File: src/rtl/dma_chan_pkg.sv
package dma_chan_pkg;
  localparam int LEN_W = 12;

  localparam logic [1:0] AM_INC = 2'd0;
  localparam logic [1:0] AM_DEC = 2'd1;
  localparam logic [1:0] AM_FIX = 2'd2;

  localparam logic [3:0] RA_SRC  = 4'd0;
  localparam logic [3:0] RA_DST  = 4'd1;
  localparam logic [3:0] RA_CTRL = 4'd2;
  localparam logic [3:0] RA_CFG  = 4'd3;
  localparam logic [3:0] RA_EN   = 4'd4;
  localparam logic [3:0] RA_GLB  = 4'd5;
  localparam logic [3:0] RA_STAT = 4'd6;
  localparam logic [3:0] RA_MASK = 4'd7;
  localparam logic [3:0] RA_SWRQ = 4'd8;

  typedef struct packed {
    logic [3:0]       rsv_hi;
    logic [LEN_W-1:0] blk_len;
    logic [4:0]       rsv_mid;
    logic             dst_periph;
    logic             src_periph;
    logic             int_en;
    logic [1:0]       dst_mode;
    logic [1:0]       src_mode;
    logic [1:0]       dst_width;
    logic [1:0]       src_width;
  } ctrl_t;

  typedef struct packed {
    logic [27:0] rsv;
    logic        dst_hs_sw;
    logic        src_hs_sw;
    logic        rld_dst;
    logic        rld_src;
  } cfg_t;

  typedef enum logic [2:0] {
    S_IDLE, S_SRCW, S_RD, S_DSTW, S_WR, S_BEND, S_STALL
  } seq_state_e;

  function automatic logic [1:0] eff_width(logic [1:0] w);
    return (w == 2'd3) ? 2'd2 : w;
  endfunction

  function automatic logic [31:0] width_mask(logic [1:0] w);
    case (eff_width(w))
      2'd0:    return 32'h0000_00ff;
      2'd1:    return 32'h0000_ffff;
      default: return 32'hffff_ffff;
    endcase
  endfunction
endpackage

File: src/rtl/dma_chan_regs.sv
module dma_chan_regs
  import dma_chan_pkg::*;
#(
  parameter int AW = 16
) (
  input  logic          clk_i,
  input  logic          rst_ni,
  input  logic          reg_we_i,
  input  logic [3:0]    reg_addr_i,
  input  logic [31:0]   reg_wdata_i,
  output logic [31:0]   reg_rdata_o,
  output logic [AW-1:0] prog_src_o,
  output logic [AW-1:0] prog_dst_o,
  output ctrl_t         ctrl_o,
  output cfg_t          cfg_o,
  output logic          ch_en_o,
  output logic          glb_en_o,
  output logic          start_o,
  output logic          blk_stat_o,
  output logic          blk_mask_o,
  output logic [1:0]    sw_pend_o,
  input  logic [1:0]    sw_take_i,
  input  logic          blk_set_i,
  input  logic          xfer_set_i,
  output logic          irq_o
);
  logic [AW-1:0] prog_src_q, prog_dst_q;
  ctrl_t         ctrl_q;
  cfg_t          cfg_q;
  logic          ch_en_q, glb_q;
  logic [1:0]    stat_q, mask_q, pend_q;

  logic wr_src, wr_dst, wr_ctrl;
  assign wr_src  = reg_we_i && reg_addr_i == RA_SRC  && !ch_en_q;
  assign wr_dst  = reg_we_i && reg_addr_i == RA_DST  && !ch_en_q;
  assign wr_ctrl = reg_we_i && reg_addr_i == RA_CTRL && !ch_en_q;
  assign start_o = reg_we_i && reg_addr_i == RA_EN && reg_wdata_i[0] && !ch_en_q;

  logic [1:0] stat_clr, pend_set;
  assign stat_clr = (reg_we_i && reg_addr_i == RA_STAT) ? reg_wdata_i[1:0] : 2'b00;
  assign pend_set = (reg_we_i && reg_addr_i == RA_SWRQ) ? reg_wdata_i[1:0] : 2'b00;

  always_ff @(posedge clk_i or negedge rst_ni) begin
    if (!rst_ni) begin
      prog_src_q <= '0;
      prog_dst_q <= '0;
      ctrl_q     <= '0;
      cfg_q      <= '0;
      ch_en_q    <= 1'b0;
      glb_q      <= 1'b0;
      stat_q     <= '0;
      mask_q     <= '0;
      pend_q     <= '0;
    end else begin
      if (wr_src)  prog_src_q <= reg_wdata_i[AW-1:0];
      if (wr_dst)  prog_dst_q <= reg_wdata_i[AW-1:0];
      if (wr_ctrl) ctrl_q     <= ctrl_t'(reg_wdata_i);
      if (reg_we_i && reg_addr_i == RA_CFG)  cfg_q  <= cfg_t'(reg_wdata_i);
      if (reg_we_i && reg_addr_i == RA_GLB)  glb_q  <= reg_wdata_i[0];
      if (reg_we_i && reg_addr_i == RA_MASK) mask_q <= reg_wdata_i[1:0];
      if (xfer_set_i)   ch_en_q <= 1'b0;
      else if (start_o) ch_en_q <= 1'b1;
      // a set in the same cycle as a clear wins
      stat_q <= (stat_q & ~stat_clr) | {xfer_set_i, blk_set_i};
      pend_q <= (pend_q & ~sw_take_i) | pend_set;
    end
  end

  always_comb begin
    case (reg_addr_i)
      RA_SRC:  reg_rdata_o = 32'(prog_src_q);
      RA_DST:  reg_rdata_o = 32'(prog_dst_q);
      RA_CTRL: reg_rdata_o = ctrl_q;
      RA_CFG:  reg_rdata_o = cfg_q;
      RA_EN:   reg_rdata_o = {31'd0, ch_en_q};
      RA_GLB:  reg_rdata_o = {31'd0, glb_q};
      RA_STAT: reg_rdata_o = {30'd0, stat_q};
      RA_MASK: reg_rdata_o = {30'd0, mask_q};
      RA_SWRQ: reg_rdata_o = {30'd0, pend_q};
      default: reg_rdata_o = '0;
    endcase
  end

  assign prog_src_o = prog_src_q;
  assign prog_dst_o = prog_dst_q;
  assign ctrl_o     = ctrl_q;
  assign cfg_o      = cfg_q;
  assign ch_en_o    = ch_en_q;
  assign glb_en_o   = glb_q;
  assign blk_stat_o = stat_q[0];
  assign blk_mask_o = mask_q[0];
  assign sw_pend_o  = pend_q;
  assign irq_o      = ctrl_q.int_en && |(stat_q & mask_q);

  a_r12_src_locked: assert property (@(posedge clk_i) disable iff (!rst_ni)
    (ch_en_q && reg_we_i && reg_addr_i == RA_SRC) |=> $stable(prog_src_q));
  a_r2_blk_flag_set: assert property (@(posedge clk_i) disable iff (!rst_ni)
    blk_set_i |=> stat_q[0]);
endmodule

File: src/rtl/dma_chan_agen.sv
module dma_chan_agen
  import dma_chan_pkg::*;
#(
  parameter int AW = 16
) (
  input  logic          clk_i,
  input  logic          rst_ni,
  input  logic          load_i,
  input  logic [AW-1:0] base_i,
  input  logic          step_i,
  input  logic [1:0]    mode_i,
  input  logic [1:0]    width_i,
  output logic [AW-1:0] addr_o
);
  logic [AW-1:0] addr_q, incr;
  assign incr = AW'(1) << eff_width(width_i);

  always_ff @(posedge clk_i or negedge rst_ni) begin
    if (!rst_ni)     addr_q <= '0;
    else if (load_i) addr_q <= base_i;
    else if (step_i) begin
      case (mode_i)
        AM_INC:  addr_q <= addr_q + incr;
        AM_DEC:  addr_q <= addr_q - incr;
        default: addr_q <= addr_q;
      endcase
    end
  end
  assign addr_o = addr_q;

  a_r5_fixed_holds: assert property (@(posedge clk_i) disable iff (!rst_ni)
    (step_i && !load_i && mode_i == AM_FIX) |=> $stable(addr_q));
endmodule

File: src/rtl/dma_chan_seq.sv
module dma_chan_seq
  import dma_chan_pkg::*;
#(
  parameter int AW = 16
) (
  input  logic          clk_i,
  input  logic          rst_ni,
  input  ctrl_t         ctrl_i,
  input  cfg_t          cfg_i,
  input  logic          ch_en_i,
  input  logic          glb_en_i,
  input  logic          start_i,
  input  logic          blk_stat_i,
  input  logic          blk_mask_i,
  input  logic [1:0]    sw_pend_i,
  output logic [1:0]    sw_take_o,
  output logic          blk_set_o,
  output logic          xfer_set_o,
  output logic          load_o,
  output logic [1:0]    step_o,
  input  logic [AW-1:0] src_addr_i,
  input  logic [AW-1:0] dst_addr_i,
  output logic          bus_req_o,
  output logic          bus_we_o,
  output logic [AW-1:0] bus_addr_o,
  output logic [1:0]    bus_size_o,
  output logic [31:0]   bus_wdata_o,
  input  logic [31:0]   bus_rdata_i,
  input  logic          bus_ack_i,
  input  logic          src_req_i,
  output logic          src_ack_o,
  input  logic          dst_req_i,
  output logic          dst_ack_o
);
  seq_state_e       state_q, state_d;
  logic [LEN_W-1:0] beat_q, len_eff;
  logic [31:0]      data_q;
  logic             src_ack_q, dst_ack_q;
  logic             run, src_rdy, dst_rdy, last, rd_done, wr_done, any_rld;

  assign run     = ch_en_i && glb_en_i;
  assign src_rdy = !ctrl_i.src_periph || (cfg_i.src_hs_sw ? sw_pend_i[0] : src_req_i);
  assign dst_rdy = !ctrl_i.dst_periph || (cfg_i.dst_hs_sw ? sw_pend_i[1] : dst_req_i);
  assign len_eff = (ctrl_i.blk_len == '0) ? LEN_W'(1) : ctrl_i.blk_len;
  assign last    = beat_q == len_eff - LEN_W'(1);
  assign rd_done = state_q == S_RD && bus_ack_i;
  assign wr_done = state_q == S_WR && bus_ack_i;
  assign any_rld = cfg_i.rld_src || cfg_i.rld_dst;

  always_comb begin
    state_d = state_q;
    case (state_q)
      S_IDLE:  if (ch_en_i) state_d = S_SRCW;
      S_SRCW:  if (run && src_rdy) state_d = S_RD;
      S_RD:    if (bus_ack_i) state_d = S_DSTW;
      S_DSTW:  if (run && dst_rdy) state_d = S_WR;
      S_WR:    if (bus_ack_i) state_d = last ? S_BEND : S_SRCW;
      S_BEND: begin
        if (!any_rld)                         state_d = S_IDLE;
        else if (ctrl_i.int_en && blk_mask_i) state_d = S_STALL;
        else                                  state_d = S_SRCW;
      end
      S_STALL: if (!blk_stat_i) state_d = S_SRCW;
      default: state_d = S_IDLE;
    endcase
  end

  always_ff @(posedge clk_i or negedge rst_ni) begin
    if (!rst_ni) begin
      state_q   <= S_IDLE;
      beat_q    <= '0;
      data_q    <= '0;
      src_ack_q <= 1'b0;
      dst_ack_q <= 1'b0;
    end else begin
      state_q <= state_d;
      if (start_i || state_q == S_BEND) beat_q <= '0;
      else if (wr_done && !last)        beat_q <= beat_q + LEN_W'(1);
      if (rd_done) data_q <= bus_rdata_i & width_mask(ctrl_i.src_width);
      src_ack_q <= rd_done && ctrl_i.src_periph && !cfg_i.src_hs_sw;
      dst_ack_q <= wr_done && ctrl_i.dst_periph && !cfg_i.dst_hs_sw;
    end
  end

  assign sw_take_o[0] = state_q == S_SRCW && run && ctrl_i.src_periph && cfg_i.src_hs_sw && sw_pend_i[0];
  assign sw_take_o[1] = state_q == S_DSTW && run && ctrl_i.dst_periph && cfg_i.dst_hs_sw && sw_pend_i[1];
  assign blk_set_o    = state_q == S_BEND;
  assign xfer_set_o   = state_q == S_BEND && !any_rld;
  assign load_o       = state_q == S_BEND;
  assign step_o       = {wr_done, rd_done};

  assign bus_req_o   = state_q == S_RD || state_q == S_WR;
  assign bus_we_o    = state_q == S_WR;
  assign bus_addr_o  = (state_q == S_WR) ? dst_addr_i : src_addr_i;
  assign bus_size_o  = eff_width((state_q == S_WR) ? ctrl_i.dst_width : ctrl_i.src_width);
  assign bus_wdata_o = data_q;
  assign src_ack_o   = src_ack_q;
  assign dst_ack_o   = dst_ack_q;

  a_r3_done_drops_enable: assert property (@(posedge clk_i) disable iff (!rst_ni)
    xfer_set_o |=> !ch_en_i);
  a_r9_src_ack_after_read: assert property (@(posedge clk_i) disable iff (!rst_ni)
    src_ack_o |-> $past(bus_req_o && bus_ack_i && !bus_we_o));
  a_r8_no_issue_when_off: assert property (@(posedge clk_i) disable iff (!rst_ni)
    ((state_q == S_SRCW || state_q == S_DSTW) && !run) |=> !bus_req_o);
  a_r4_stall_quiet: assert property (@(posedge clk_i) disable iff (!rst_ni)
    (state_q == S_STALL && blk_stat_i) |=> !bus_req_o);
  a_r7_req_held: assert property (@(posedge clk_i) disable iff (!rst_ni)
    (bus_req_o && !bus_ack_i) |=> (bus_req_o && $stable(bus_addr_o)));
endmodule

File: src/rtl/dma_reload_chan.sv
module dma_reload_chan
  import dma_chan_pkg::*;
#(
  parameter int AW = 16
) (
  input  logic          clk_i,
  input  logic          rst_ni,
  input  logic          reg_we_i,
  input  logic [3:0]    reg_addr_i,
  input  logic [31:0]   reg_wdata_i,
  output logic [31:0]   reg_rdata_o,
  output logic          bus_req_o,
  output logic          bus_we_o,
  output logic [AW-1:0] bus_addr_o,
  output logic [1:0]    bus_size_o,
  output logic [31:0]   bus_wdata_o,
  input  logic [31:0]   bus_rdata_i,
  input  logic          bus_ack_i,
  input  logic          src_req_i,
  output logic          src_ack_o,
  input  logic          dst_req_i,
  output logic          dst_ack_o,
  output logic          irq_o
);
  logic [AW-1:0] prog_src, prog_dst;
  ctrl_t         ctrl;
  cfg_t          cfg;
  logic          ch_en, glb_en, start, blk_stat, blk_mask, blk_set, xfer_set, seq_load;
  logic [1:0]    sw_pend, sw_take, step;

  logic [1:0][AW-1:0] side_base, side_addr;
  logic [1:0][1:0]    side_mode, side_width;

  dma_chan_regs #(.AW(AW)) i_regs (
    .clk_i, .rst_ni, .reg_we_i, .reg_addr_i, .reg_wdata_i, .reg_rdata_o,
    .prog_src_o(prog_src), .prog_dst_o(prog_dst), .ctrl_o(ctrl), .cfg_o(cfg),
    .ch_en_o(ch_en), .glb_en_o(glb_en), .start_o(start),
    .blk_stat_o(blk_stat), .blk_mask_o(blk_mask),
    .sw_pend_o(sw_pend), .sw_take_i(sw_take),
    .blk_set_i(blk_set), .xfer_set_i(xfer_set), .irq_o
  );

  assign side_base  = {prog_dst, prog_src};
  assign side_mode  = {ctrl.dst_mode, ctrl.src_mode};
  assign side_width = {ctrl.dst_width, ctrl.src_width};

  // index 0 source, index 1 destination
  for (genvar g = 0; g < 2; g++) begin : g_side
    dma_chan_agen #(.AW(AW)) i_agen (
      .clk_i, .rst_ni,
      .load_i (start || seq_load),
      .base_i (side_base[g]),
      .step_i (step[g]),
      .mode_i (side_mode[g]),
      .width_i(side_width[g]),
      .addr_o (side_addr[g])
    );
  end

  dma_chan_seq #(.AW(AW)) i_seq (
    .clk_i, .rst_ni,
    .ctrl_i(ctrl), .cfg_i(cfg), .ch_en_i(ch_en), .glb_en_i(glb_en),
    .start_i(start), .blk_stat_i(blk_stat), .blk_mask_i(blk_mask),
    .sw_pend_i(sw_pend), .sw_take_o(sw_take),
    .blk_set_o(blk_set), .xfer_set_o(xfer_set), .load_o(seq_load), .step_o(step),
    .src_addr_i(side_addr[0]), .dst_addr_i(side_addr[1]),
    .bus_req_o, .bus_we_o, .bus_addr_o, .bus_size_o, .bus_wdata_o,
    .bus_rdata_i, .bus_ack_i,
    .src_req_i, .src_ack_o, .dst_req_i, .dst_ack_o
  );
endmodule

File: config.mk
export PLATFORM = sky130hd
export DESIGN_NAME = dma_reload_chan
export DESIGN_NICKNAME = d
export VERILOG_FILES = /design/src/rtl/dma_chan_pkg.sv /design/src/rtl/dma_chan_regs.sv /design/src/rtl/dma_chan_agen.sv /design/src/rtl/dma_chan_seq.sv /design/src/rtl/dma_reload_chan.sv
export SDC_FILE = /design/constraint.sdc
export NUM_CORES = 1
export LEC_CHECK = 0
export BUFFER_PORTS_ARGS = -buffer_cell sky130_fd_sc_hd__clkbuf_2
export CAP_MARGIN = 20
export CORE_UTILIZATION = 53
export CTS_BUF_LIST = sky130_fd_sc_hd__clkbuf_8
export CTS_CLUSTER_SIZE = 8
export DETAILED_ROUTE_END_ITERATION = 8
export PLACE_DENSITY = 0.78
export SKIP_LAST_GASP = 1
export SYNTH_ARGS = -nofsm -noshare
export SYNTH_HDL_FRONTEND = slang
export SYNTH_SLANG_ARGS = --single-unit
File: constraint.sdc
create_clock -name clk_i -period 2.9 [get_ports clk_i]
set_input_delay 0.145 -clock clk_i [delete_from_list [all_inputs] [get_ports clk_i]]
set_output_delay 0.145 -clock clk_i [all_outputs]
set_load 0.01 [all_outputs]
### Word level (Yosys, flattened, before mapping)

Index checks and enable logic that the tools add are counted.
Widths: inputs -> output; s select.

| operators by class | value |
|---|---|
| add/subtract/negate cells | 6 |
| equal/unequal tests | 27 |
| shift-type cells | 2 |
| multiplexer cells | 33 |
| bitwise logic cells | 8 |
| reductions and logical operators | 63 |

Operator list:

| operator | count |
|---|---|
| $pmux 32 s9 | 1 |
| $mux 16 | 5 |
| $pmux 16 s2 | 2 |
| $pmux 32 s2 | 1 |
| $mux 12 | 3 |
| $logic_and 1x1->1 | 35 |
| $add 16x16->16 | 2 |
| $and 32x32->32 | 1 |
| $mux 32 | 1 |
| $shl 1x2->16 const A | 2 |
| $sub 16x16->16 | 2 |
| $mux 3 | 9 |
| $pmux 3 s7 | 1 |
| $eq 4x3->1 const B | 4 |
| $add 12x1->12 const B | 1 |
| $eq 12x12->1 | 1 |
| $logic_not 12->1 | 1 |
| $mux 2 | 6 |
| $sub 12x1->12 const B | 1 |
| $eq 3x3->1 const B | 3 |
| $eq 4x2->1 const B | 2 |
| $reduce_bool 2->1 | 4 |
| $logic_not 1->1 | 7 |
| $and 2x2->2 | 3 |
| other kinds (19) | 41 |

| storage, ports and cells | value |
|---|---|
| flip-flop bits (word level) | 185 |
| input port bits | 74 |
| output and inout port bits | 87 |
| word-level logic and storage cells | 168 |

### Longest topological paths before layout

| depth | value |
|---|---|
| depth after elaboration | 8 |
| mapped depth | 14 |
| mapped depth without buffers | 13 |

### Cells and area by module

From an unflattened synthesis, not the netlist that was laid out.

| unflattened totals | value |
|---|---|
| cells, all modules | 1036 |
| area total of the unflattened synthesis | 10735.3 sq um |

Modules (own cells, without submodules):

| module | instances | cells an instance | area each (sq um) | sequential area each (sq um) |
|---|---|---|---|---|
| dma_chan_regs | 1 | 319 | 4724.5 | 2602.5 |
| dma_chan_seq | 1 | 348 | 2985.4 | 1226.2 |
| dma_chan_agen at g_side[0].i_agen | 1 | 192 | 1550.2 | 400.4 |
| dma_chan_agen at g_side[1].i_agen | 1 | 176 | 1468.9 | 400.4 |
| dma_reload_chan | 1 | 1 | 6.3 | 0.0 |

### Least setup slack after synthesis

No wires, ideal clock.

| timing | value |
|---|---|
| kind | reg2reg |
| from | reg i_regs.ctrl_q (netlist bit i_regs.ctrl_o[23]) |
| to | reg i_seq.beat_q[1] |
| library setup time | 0.132 ns |
| data arrival time | 2.861 ns |
| required time | 2.768 ns |
| slack | -0.093 ns |
| stages on the path, launching flop included | 15 |
| buffers on the path | 2 |
| clock period less this slack | 2.993 ns |
| path through | dfrtp_1 > buf_6 > or4_1 > buf_2 > nor2_1 > a31oi_1 > ha_1 > nand2b_1 > nor4_1 > xnor2_1 > nor4_1 > nand4_4 > nand3_2 > mux2i_1 > nor2_1 |

| between the ends | value |
|---|---|
| cells in the longest elaborated chain, start to end | 7 |

RTL lines:

| element | line | RTL |
|---|---|---|
| start: declaration | dma_chan_regs.sv:28 | `ctrl_t ctrl_q;` |
| start signal: assignment | dma_chan_regs.sv:57 | `if (wr_ctrl) ctrl_q <= ctrl_t'(reg_wdata_i);` |
| $logic_not 12->1 | dma_chan_seq.sv:44 | `assign len_eff = (ctrl_i.blk_len == '0) ? LEN_W'(1) : ctrl_i.blk_len;` |
| $mux 12 (*) | dma_chan_seq.sv:44 |  |
| $sub 12x1->12 (*) | dma_chan_seq.sv:45 | `assign last = beat_q == len_eff - LEN_W'(1);` |
| $eq 12x12->1 (*) | dma_chan_seq.sv:45 |  |
| $logic_not 1->1 (*) | dma_chan_seq.sv:78 | `else if (wr_done && !last) beat_q <= beat_q + LEN_W'(1);` |
| $logic_and 1x1->1 (*) | dma_chan_seq.sv:78 |  |
| $reduce_bool 2->1 (no line) (*) | n/a |  |
| end signal: assignment | dma_chan_seq.sv:78 |  |
| end: declaration | dma_chan_seq.sv:36 | `logic [LEN_W-1:0] beat_q, len_eff;` |

Every way passes the cells marked *; elsewhere a longest branch is shown, timed or not.
A chain may end at the register's enable or synchronous reset.

### Worst setup path in the final report

| timing | value |
|---|---|
| from | reg i_regs.ctrl_q (netlist bit i_regs.ctrl_o[26]) |
| to | reg i_seq.beat_q[1] |

Same word-level chain as after synthesis.

==> run_results.csv <==
group,metric,value,unit
worst_setup_path,worstSetupPathType,"reg2reg",
floorplanning,dieWidth,141,µm
drt,ant_nets,0,
worst_setup_path,max_stage_delay,550,ps
sta,setup_violations,0,
drt,drt-wirelength-per-cell,18.0,µm
cells_and_area,layout.area.seq,4630,µm²
sta,rsz0062_at_grt,"true",
worst_setup_path,cp_max_fo,8,
worst_setup_path,crit_chain,"or4_4 -> nor2_2 -> a31oi_1 -> ha_2 -> nand2b_4 -> nor4_2 -> xnor2_1 -> nor4_2 -> nand4_4 -> buf_12 -> nand3_4 -> mux2i_1 -> nor2_1",
grt,grt_start_max_net_pins,86,
sta,fin_crit_sh,99.1,%
sta,slew_headroom,42.2,%
placed_design,portBuffers,160,
floorplanning,core_area,18800,µm²
worst_setup_path,cp.required,3270,ps
run,drv_cap,0,
grt,grt_pass1_vias,8460,
worst_setup_path,cp-start-kind,"flop",
yosys,syn_nets,1134,
sta,worst_slew_pin_slew,864,ps
clock_tree,cts_made_buffers,17,
clock_tree,clockBufferDepth,2,
drt,drt_iter0_markers,638,
yosys,ys_warn_count,0,
yosys,async_flop_share,100,%
yosys,post-synth-top-count-cell,"dfrtp_1",
clock_tree,clkSinkCount,185,
sta,holdWs,55.6,ps
floorplanning,num_rows,50,
outcome,outcome,"finished, final reports clean",
cells_and_area,n_fill_cell,1466,
cells_and_area,multi_input_area,5390,µm²
yosys,synthTopCellsByArea,"dfrtp_1 45%, mux2_2 13%, nand2_1 5.4%, ha_1 3.9%, o21ai_0 3.0%",
yosys,synth_commonest_cells,"185 x dfrtp_1, 146 x nand2_1, 118 x mux2_2, 75 x nor2_1, 62 x o21ai_0",
yosys,ys.flop_type,"dfrtp_1",
floorplanning,initial_core_util,54.2,%
power,p_per_area,904,nW/µm²
clock_tree,clock_latency,490,ps
yosys,synth_area,10200,µm²
grt,grt_antenna_before_repair,0,
yosys,synth.ff_latch_count,185,
floorplanning,die_y,141,µm
yosys,synth_edf_count,0,
grt,grt_pass1_wl,43.7,mm
worst_setup_path,cp_top_family,"simple AND/OR/NAND/NOR gates",
cells_and_area,final_nets,1365,
yosys,synth_area_per_cell,9.92,µm²
placed_design,hpwl,18.5,mm
worst_setup_path,crit_slowest_cell,"or4_4",
worst_setup_path,endpoint_kind,"flop",
clock_tree,tritoncts,"yes",
hold_path,hp-class,"in2reg",
worst_setup_path,critPathBufInv,1,
cells_and_area,postLayoutCoreUtil,67.3,%
drt,dr.pass1.iters,5,
yosys,synth_cell_types,61,
cells_and_area,diodes,0,
power,leakagePower,5.89,nW
yosys,yosysSeqAreaShare,45.5,%
floorplanning,io_pins,161,
worst_setup_path,path_common_cell,"nor4_2",
yosys,yosysTopAreaCell,"dfrtp_1",
sta,final-hold-violation-count,0,
grt,grt_use_total,28.3,%
sta,fin_crit,2870,ps
drt,routed_via_density,5.78,
yosys,yosysTopAreaCellShare,45.5,%
clock_tree,cts-root-buf,"clkbuf_8",
sta,fin_skew,12.3,ps
placed_design,gp_congestion,0.949,
cells_and_area,area_delta_synth_final,24.1,%
grt,grt_overflow_total,0,
worst_setup_path,cp.arrival,3240,ps
cells_and_area,layout-drive-gt1-share,31.1,%
clock_tree,cts_htree_levels,4,
drt,drc_errors,0,
power,vdd_ir_drop_max,0.454,mV
drt,routed_wl,27.0,mm
clock_tree,path_clk_slew,110,ps
floorplanning,dieArea,19800,µm²
yosys,postSynthCellCount,1026,
sta,maxSlewViolCount,0,
sta,max_freq,348,MHz
drt,vias,8698,
area by class of cell:
class	count	share of cell area, %
tap	234	2.32
clock inverter	14	1.46
inverter	22	0.654
timing repair buffer	264	14.2
multi-input combinational	767	42.7
sequential	185	36.7
clock buffer	18	1.96
routing by layer:
| metal | up-vias | global-route usage, % | part of all wire (%) |
|---|---|---|---|
| met3 | 38 | 4.99 | 7.5 |
| li1 | 4149 | - | - |
| met1 | 4167 | 39.8 | 45 |
| met5 | - | 0 | 0 |
| met2 | 344 | 44.8 | 46 |
| met4 | 0 | 8.64 | 1.7 |
worst register-to-register path: stages, from the launching register on:
cell and delay, ps:
dfrtp_1 390, or4_4 550, nor2_2 110, a31oi_1 100
ha_2 240, nand2b_4 80, nor4_2 40, xnor2_1 140
nor4_2 380, nand4_4 160, buf_12 180, nand3_4 100
mux2i_1 210, nor2_1 70
per-stage QoR:
stage | setup TNS, ps | total power [mW] | instances | setup WS, ps | area (µm²)
after floorplan | 0 | 7.69 | 1026 | 1.50 | 10200
after global placement | 0 | 9.08 | 1401 | 102 | 11400
after detailed placement | -19.2 | 9.22 | 1401 | -13.9 | 11400
after CTS | -1.90 | 11.2 | 1499 | -1.90 | 12500
after global routing | -1110 | 12.2 | 1504 | -151 | 12600
final | 0 | 11.4 | 1504 | 25.9 | 12600
registers in the layout, indices dropped and copies added, names as in the netlist:
signal,count
i_regs.prog_dst_o,16
i_regs.stat_q,2
i_seq.bus_wdata_o,32
i_regs.ch_en_o,1
i_seq.beat_q,12
i_seq.dst_ack_o,1
i_seq.state_q,3
i_regs.ctrl_o,32
i_regs.prog_src_o,16
i_regs.cfg_o,32
i_regs.mask_q,2
i_regs.sw_pend_o,2
g_side.i_agen.addr_o,32
i_seq.src_ack_o,1
i_regs.glb_en_o,1
cell usage in the layout, fill, tap and decap left out, types with 5 or more instances in the layout:
master           n
or3_1            9
o31ai_1          8
o211ai_1         5
o21ai_0         61
mux2_2         118
ha_1            31
o22ai_1          5
a22o_1          17
clkbuf_8        19
a22oi_1         32
inv_1           21
dfrtp_1        184
a31oi_1         15
nor4_2           5
nand2_1        146
or2_2            7
dlygate4sd3_1   65
nor2_1          73
xor2_1          18
or4_1            6
buf_4           35
xnor2_1         27
mux2i_1          6
nand2b_1        10
nor2b_1          6
clkbuf_2       159
nand3_1         14
o21a_1           5
nor3_1          12
nand4_1          8
a21oi_1         52
final timing paths:
path	start	cells past startpoint	slack (ps)	endpoint
min in group asynchronous	rst_ni	2	220	g_side[0].i_agen.addr_o[13]
worst max-delay path	i_regs.ctrl_o[26]	13	30	i_seq.beat_q[1]
max in group asynchronous	rst_ni	3	1820	i_regs.cfg_o[31]
worst max register to register	i_regs.ctrl_o[26]	13	30	i_seq.beat_q[1]
worst min-delay path	reg_wdata_i[1]	2	60	i_regs.prog_src_o[1]
worst min register to register	i_seq.bus_wdata_o[15]	2	490	i_seq.bus_wdata_o[15]
timing repair:
item,CTS,global route
hold buffers,65,0
buffers inserted,1,5
endpoints found under the hold margin,205,0
endpoints found under the setup margin,3,20
pin swaps,4,18
resized for setup,5,18
power breakdown:
| part | switching [mW] | internal (mW) |
|---|---|---|
| logic | 2.73 | 2.47 |
| registers | 0.853 | 3.47 |
| clock network | 0.988 | 0.897 |
| total | 4.57 | 6.84 |
logic make-up (layout without fill, tap and decap cells):
| logic type | after synthesis | in the layout | synth area share (%) |
|---|---|---|---|
| muxes | 124 | 124 | 13.6 |
| DFF | 185 | 185 | 45.5 |
| and+or+nand+nor | 328 | 328 | 15.0 |
| xor gates and xnor gates | 45 | 45 | 3.87 |
| AOI/OAI and AO/OA | 236 | 236 | 14.9 |
| buffers and inverters | 74 | 318 | 2.82 |
| adders and majority gates | 34 | 34 | 4.33 |
Note: power is estimated with default switching activity, not from simulation.
